$ cat src/rtl/mbx_pkg.sv
package mbx_pkg;

   // True when byte address a falls in [base, base + span).
   function automatic logic in_window(input logic [31:0] a,
                                      input logic [31:0] base,
                                      input logic [31:0] span);
      return (a >= base) && (a < base + span);
   endfunction

   // Word-aligned check on the two low address bits.
   function automatic logic word_aligned(input logic [1:0] low);
      return low == 2'b00;
   endfunction

endpackage

$ cat src/rtl/mbx_decode.sv
module mbx_decode #(
   parameter int unsigned ADDR_W   = 8,
   parameter int unsigned NUM_BOX  = 16,
   parameter int unsigned SET_BASE = 32'h80,
   parameter int unsigned CLR_BASE = 32'hC0,
   localparam int unsigned IDX_W   = $clog2(NUM_BOX),
   localparam int unsigned SPAN    = NUM_BOX * 4
) (
   input  logic              clk,
   input  logic              rst_n,
   input  logic [ADDR_W-1:0] addr,
   output logic              set_hit,
   output logic              clr_hit,
   output logic [IDX_W-1:0]  idx
);
   import mbx_pkg::*;

   logic [31:0] addr32;
   logic        aligned;

   always_comb begin
      addr32  = 32'(addr);
      aligned = word_aligned(addr[1:0]);
      set_hit = aligned && in_window(addr32, SET_BASE, SPAN);
      clr_hit = aligned && in_window(addr32, CLR_BASE, SPAN);
      if (set_hit) idx = IDX_W'((addr32 - SET_BASE) >> 2);
      else         idx = IDX_W'((addr32 - CLR_BASE) >> 2);
   end

   // An address never hits both windows at once.
   p_one_window_r7: assert property (@(posedge clk) disable iff (!rst_n)
      $onehot0({set_hit, clr_hit}));

   // A misaligned address hits neither window.
   p_misaligned_r7: assert property (@(posedge clk) disable iff (!rst_n)
      (addr[1:0] != 2'b00) |-> (!set_hit && !clr_hit));

endmodule

$ cat src/rtl/mbx_cell.sv
module mbx_cell #(
   parameter int unsigned DATA_W = 32
) (
   input  logic              clk,
   input  logic              rst_n,
   input  logic              set_en,
   input  logic              clr_en,
   input  logic [DATA_W-1:0] mask,
   output logic [DATA_W-1:0] box,
   output logic              busy
);
   logic [DATA_W-1:0] set_m;
   logic [DATA_W-1:0] clr_m;
   logic [DATA_W-1:0] box_nx;

   always_comb begin
      set_m  = set_en ? mask : '0;
      clr_m  = clr_en ? mask : '0;
      // The clear is applied after the set.
      box_nx = (box | set_m) & ~clr_m;
   end

   always_ff @(posedge clk or negedge rst_n) begin
      if (!rst_n)                box <= '0;
      else if (set_en || clr_en) box <= box_nx;
   end

   assign busy = |box;

   p_set_or_r2: assert property (@(posedge clk) disable iff (!rst_n)
      (set_en && !clr_en) |=> ((box & $past(mask)) == $past(mask)));

   p_set_keeps_r2: assert property (@(posedge clk) disable iff (!rst_n)
      (set_en && !clr_en) |=> ((box & $past(box)) == $past(box)));

   p_clr_bits_r3: assert property (@(posedge clk) disable iff (!rst_n)
      clr_en |=> ((box & $past(mask)) == '0));

   p_hold_r8: assert property (@(posedge clk) disable iff (!rst_n)
      (!set_en && !clr_en) |=> $stable(box));

   p_pend_fall_r6: assert property (@(posedge clk) disable iff (!rst_n)
      $fell(busy) |-> $past(clr_en));

endmodule

$ cat src/rtl/mbx_rdmux.sv
module mbx_rdmux #(
   parameter int unsigned DATA_W  = 32,
   parameter int unsigned NUM_BOX = 16,
   localparam int unsigned IDX_W  = $clog2(NUM_BOX)
) (
   input  logic                            clk,
   input  logic                            rst_n,
   input  logic                            rd_en,
   input  logic                            hit,
   input  logic [IDX_W-1:0]                idx,
   input  logic [NUM_BOX-1:0][DATA_W-1:0]  boxes,
   output logic [DATA_W-1:0]               rd_data
);
   always_ff @(posedge clk or negedge rst_n) begin
      if (!rst_n)            rd_data <= '0;
      else if (rd_en && hit) rd_data <= boxes[idx];
      else                   rd_data <= '0;
   end

   p_idle_zero_r5: assert property (@(posedge clk) disable iff (!rst_n)
      !rd_en |=> (rd_data == '0));

   p_miss_zero_r5: assert property (@(posedge clk) disable iff (!rst_n)
      (rd_en && !hit) |=> (rd_data == '0));

endmodule

$ cat src/rtl/mbx_bank.sv
module mbx_bank #(
   parameter int unsigned ADDR_W    = 8,
   parameter int unsigned DATA_W    = 32,
   parameter int unsigned NUM_CORES = 4,
   parameter int unsigned PER_CORE  = 4,
   parameter int unsigned SET_BASE  = 32'h80,
   parameter int unsigned CLR_BASE  = 32'hC0,
   localparam int unsigned NUM_BOX  = NUM_CORES * PER_CORE,
   localparam int unsigned IDX_W    = $clog2(NUM_BOX)
) (
   input  logic               clk,
   input  logic               rst_n,
   input  logic               wr_en,
   input  logic [ADDR_W-1:0]  wr_addr,
   input  logic [DATA_W-1:0]  wr_data,
   input  logic               rd_en,
   input  logic [ADDR_W-1:0]  rd_addr,
   output logic [DATA_W-1:0]  rd_data,
   output logic [NUM_BOX-1:0] pend
);
   localparam int unsigned SPAN = NUM_BOX * 4;

   if (NUM_BOX < 2) begin : g_bad_count
      $error("mbx_bank: at least two mailboxes are required");
   end
   if ((SET_BASE % 4) != 0 || (CLR_BASE % 4) != 0) begin : g_bad_align
      $error("mbx_bank: window bases must be word aligned");
   end
   if (SET_BASE + SPAN > CLR_BASE) begin : g_bad_overlap
      $error("mbx_bank: set window overlaps clear window");
   end
   if (CLR_BASE + SPAN > (1 << ADDR_W)) begin : g_bad_range
      $error("mbx_bank: clear window exceeds address space");
   end

   logic             w_set, w_clr, r_set, r_clr;
   logic [IDX_W-1:0] w_idx, r_idx;
   logic [NUM_BOX-1:0][DATA_W-1:0] boxes;

   mbx_decode #(.ADDR_W(ADDR_W), .NUM_BOX(NUM_BOX),
                .SET_BASE(SET_BASE), .CLR_BASE(CLR_BASE)) u_wdec (
      .clk(clk), .rst_n(rst_n), .addr(wr_addr),
      .set_hit(w_set), .clr_hit(w_clr), .idx(w_idx));

   mbx_decode #(.ADDR_W(ADDR_W), .NUM_BOX(NUM_BOX),
                .SET_BASE(SET_BASE), .CLR_BASE(CLR_BASE)) u_rdec (
      .clk(clk), .rst_n(rst_n), .addr(rd_addr),
      .set_hit(r_set), .clr_hit(r_clr), .idx(r_idx));

   for (genvar n = 0; n < NUM_BOX; n++) begin : g_box
      logic sel;
      assign sel = wr_en && (w_idx == IDX_W'(n));
      mbx_cell #(.DATA_W(DATA_W)) u_cell (
         .clk(clk), .rst_n(rst_n),
         .set_en(sel && w_set), .clr_en(sel && w_clr),
         .mask(wr_data), .box(boxes[n]), .busy(pend[n]));
   end

   mbx_rdmux #(.DATA_W(DATA_W), .NUM_BOX(NUM_BOX)) u_rdmux (
      .clk(clk), .rst_n(rst_n), .rd_en(rd_en), .hit(r_clr && !r_set),
      .idx(r_idx), .boxes(boxes), .rd_data(rd_data));

   // Stray writes leave every pending flag unchanged.
   p_stray_write_r7: assert property (@(posedge clk) disable iff (!rst_n)
      (!wr_en || (!w_set && !w_clr)) |=> $stable(pend));

   // A set write can only raise flags, never lower one.
   p_set_no_fall_r6: assert property (@(posedge clk) disable iff (!rst_n)
      (wr_en && w_set) |=> (($past(pend) & ~pend) == '0));

endmodule

$ cat config.mk
export PLATFORM = sky130hd
export DESIGN_NAME = mbx_bank
export DESIGN_NICKNAME = d
export VERILOG_FILES = /design/src/rtl/mbx_pkg.sv /design/src/rtl/mbx_decode.sv /design/src/rtl/mbx_cell.sv /design/src/rtl/mbx_rdmux.sv /design/src/rtl/mbx_bank.sv
export SDC_FILE = /design/constraint.sdc
export NUM_CORES = 1
export LEC_CHECK = 0
export BUFFER_PORTS_ARGS = -buffer_cell sky130_fd_sc_hd__buf_2
export CORE_MARGIN = 5
export CORE_UTILIZATION = 40
export CTS_CLUSTER_SIZE = 40
export DETAILED_ROUTE_END_ITERATION = 8
export GPL_TIMING_DRIVEN = 1
export PLACE_DENSITY_LB_ADDON = 0.12
export SLEW_MARGIN = 10
export SYNTH_ARGS = -nofsm -noshare
export SYNTH_HDL_FRONTEND = slang
export SYNTH_SLANG_ARGS = --single-unit
export TNS_END_PERCENT = 30
$ cat constraint.sdc
create_clock -name clk -period 1.7 [get_ports clk]
set_input_delay 0.085 -clock clk [delete_from_list [all_inputs] [get_ports clk]]
set_output_delay 0.085 -clock clk [all_outputs]
set_load 0.02 [all_outputs]
==> out/metrics.yaml <==
critical_path:
  crit_type: "flip-flop to primary output"
  timing.critical_path.to_type: "primary output"
  worst_ep_arrival_time_ns: 2.34
  crit_path_start_kind: "flip-flop"
  critical-path-slowest-cell: "dfrtp_1"
  critPathMaxStageDelay_ns: 0.42
  critical_path_required_ns: 1.62
  worstPathMaxFanout: 2
  worstPathCellList: "nor4_4 > buf_4 > nand4_1 > or2_4 > buf_6"
yosys:
  synth_area_leader_cell: "dfrtp_1"
  synthesis.area_per_instance_um2: 11.09
  async_reset_ff_frac: 1.000
  synth_flop_cell: "dfrtp_1"
  synth_top_cells_by_count: "544 x dfrtp_1, 512 x a31oi_1, 384 x a21oi_1"
  synth_top_cell_area_share: 0.4906
  ys_warn_count: 0
  post_synth_num_cell_types: 27
  post_synthesis_sequential_area_ratio: 0.4906
  synth_enable_flop_cells: 0
  synth-seq-cells: 544
  synthesis.nets: 2553
  syn_area_mm2: 0.02775
  yosys-top-cells-area: "dfrtp_1 49%, a31oi_1 12%, mux4_2 10%"
  synthesis.instances: 2501
  synthMostInstantiatedCell: "dfrtp_1"
die:
  die_width_um: 273.4
  floorplan.die_area_mm2: 0.07473
  core_mm2: 0.06871
  die_h_um: 273.4
  num_rows: 96
  floorplan.io_pins: 100
  floorplan.initialDensity: 0.4038
drt:
  drc_errors: 0
  firstDrtPassIters: 6
  route.final.wire_length_mm: 108.3
  avgRoutedWirePerCell_um: 29.55
  via_count: 24723
  number_of_drc_markers_after_the_initial_detailed_route_iteration: 2758
  post_detailed_route_count_of_antenna_violating_nets: 0
  vias_per_cell: 6.746
power_and_ir_drop:
  power_mw: 34.11
  leakage_nw: 15.24
  powerDensity_mw_per_mm2: 992.3
  vdd_drop_max_mv: 0.7684
outcome:
  outcome: "finished, violations left"
  failing_checks: "setup timing"
clock_tree:
  tritoncts: "done"
  htree_levels: 2
  clk_pin_slew_worst_paths_ns: 0.07
  cts_root_buf: "clkbuf_16"
  clkSinkCount: 544
  clock_insertion_delay_worst_skew_ns: 0.64
  clk_path_buf_depth: 3
  tritoncts.num_buffers: 61
placement:
  gp_congestion: 0.9150
  port_buffers: 99
  dp_hpwl_mm: 74.22
  detailedPlace.worstSlack_ns: -0.3115
  placedCellCount: 3511
global_routing:
  grt.overflow.total: 0
  grt_first_pass_wirelength_mm: 162.6
  grt_start_max_net_pins: 119
  first_global_vias: 24259
  overall_global_routing_usage: 0.2825
  antenna_found_initial: 4
timing:
  slew_headroom: 0.5317
  layout_worst_path_cycle_share: 1.425
  maxSlewViolCount: 0
  fmax_mhz: 412.7
  worst_slew_pin_slew_ns: 0.7025
  final.min_clock_period_ns: 2.423
  grt_setup_unrepaired: "true"
  report.final.setup_viol: 16
  crit_path_setup_slack_layout_ns: -0.7233
  timing_hold_violations_final: 0
  post_route_clock_skew_ns: 0.01023
  final_tns_setup_ns: -9.824
final_layout:
  layout.area.seq_mm2: 0.01362
  final_net_count: 2736
  multi_input_area_mm2: 0.01283
  layout-drive-gt1-share: 0.3036
  postLayoutCoreUtil: 0.5003
  finalNonFillerCells: 3665
  total_of_fill_cells_in_the_finished_design: 6220
  antenna_cells_inserted: 0
  p_r_area_growth_vs_syn_pct: 23.88
hold_path:
  min-delay-path-class: "input pin to async pin"
run:
  timing.max_cap.violations: 0
cell type report:
type | instances | share of cell area
sequential | 544 | 0.3962
clock inverter | 15 | 0.003094
timing repair buffer | 539 | 0.1381
tap | 931 | 0.03389
multi-input combinational | 1538 | 0.3732
clock buffer | 98 | 0.05551
flip-flops by register name, indices dropped and copies added, names as in the netlist:
name              flops
g_box.u_cell.box    512
u_rdmux.rd_data      32
per-stage QoR:
stage          cell area, µm²  hold slack (ns)
6_report                34370          0.03918
2_1_floorplan           27750          -0.2106
3_3_place_gp            31290         -0.07301
5_1_grt                 34370          0.03834
4_1_cts                 34200         0.009544
3_5_place_dp            31290         -0.07516
worst paths after layout:
path | start | endpoint | slack (ns) | cells after the start
worst min-delay path | rst_n | g_box[9].u_cell.box[6] | 0.04 | 3
worst max register to register | g_box[13].u_cell.box[24] | u_rdmux.rd_data[24] | 0.06 | 5
min in group clk | wr_addr[5] | g_box[14].u_cell.box[11] | 0.04 | 4
worst min register to register | g_box[9].u_cell.box[0] | g_box[9].u_cell.box[0] | 0.56 | 2
max in group asynchronous | rst_n | g_box[1].u_cell.box[6] | 0.72 | 3
worst max-delay path | g_box[5].u_cell.box[22] | pend[5] | -0.72 | 5
layer usage:
layer,global-route usage,wire length [µm]
met3,0.03953,7285
met2,0.4599,52040
met1,0.3784,43180
met4,0.1270,5784
met5,0,21
logic make-up (layout without fill, tap and decap cells):
logic type / after synthesis / after routing / synth area share
muxes: 192 / 192 / 0.1270
and+or+nand+nor: 290 / 290 / 0.08032
DFF: 544 / 544 / 0.4906
AOI/OAI and AO/OA: 1056 / 1056 / 0.2323
buffers and inverters: 419 / 652 / 0.06972
cell usage in the layout (no fill, tap or decap), drive strengths merged:
cell         Yosys  final
buf            225    503
and4bb          10     10
clkinvlp         0      1
and2             1      1
nor4bb          22     22
and4b           65     65
nor3b            1      1
nor4b            1      1
a41oi          128    128
and3             9      9
mux2i           64     64
o22ai           32     32
inv              0      1
mux4           128    128
a21oi          384    384
nor2b            2      2
nor4           128    128
nor2             1      1
clkinv           0     12
or3b             1      1
dlygate4sd3      0     36
dfrtp          544    544
nand3b           1      1
a31oi          512    512
clkbuf         194     98
or2             16     16
bufinv           0      1
nand4           32     32
repair_timing:
item | in CTS | in global routing
hold buffers | 36 | 0
cloned | 0 | 0
pin swaps | 23 | 16
endpoints found under the setup margin | 16 | 17
hold endpoints to repair | 671 | 0
resized for setup | 91 | 32
buffers inserted | 1 | 5
report_power, final:
part / total (mW) / switching (mW) / leakage [nW] / internal [mW]
Clock: 13.4 / 5.66 / 1.00 / 7.77
Combinational: 6.34 / 3.46 / 6.76 / 2.87
Sequential: 14.3 / 0.706 / 7.48 / 13.6
worst max-delay path: cells and delay by family, from the launching register on:
family        cells  cell delay, ns
simple gates      3            0.98
flops             1            0.42
buf+inv           2            0.30
(Power assumes the default switching activity.)
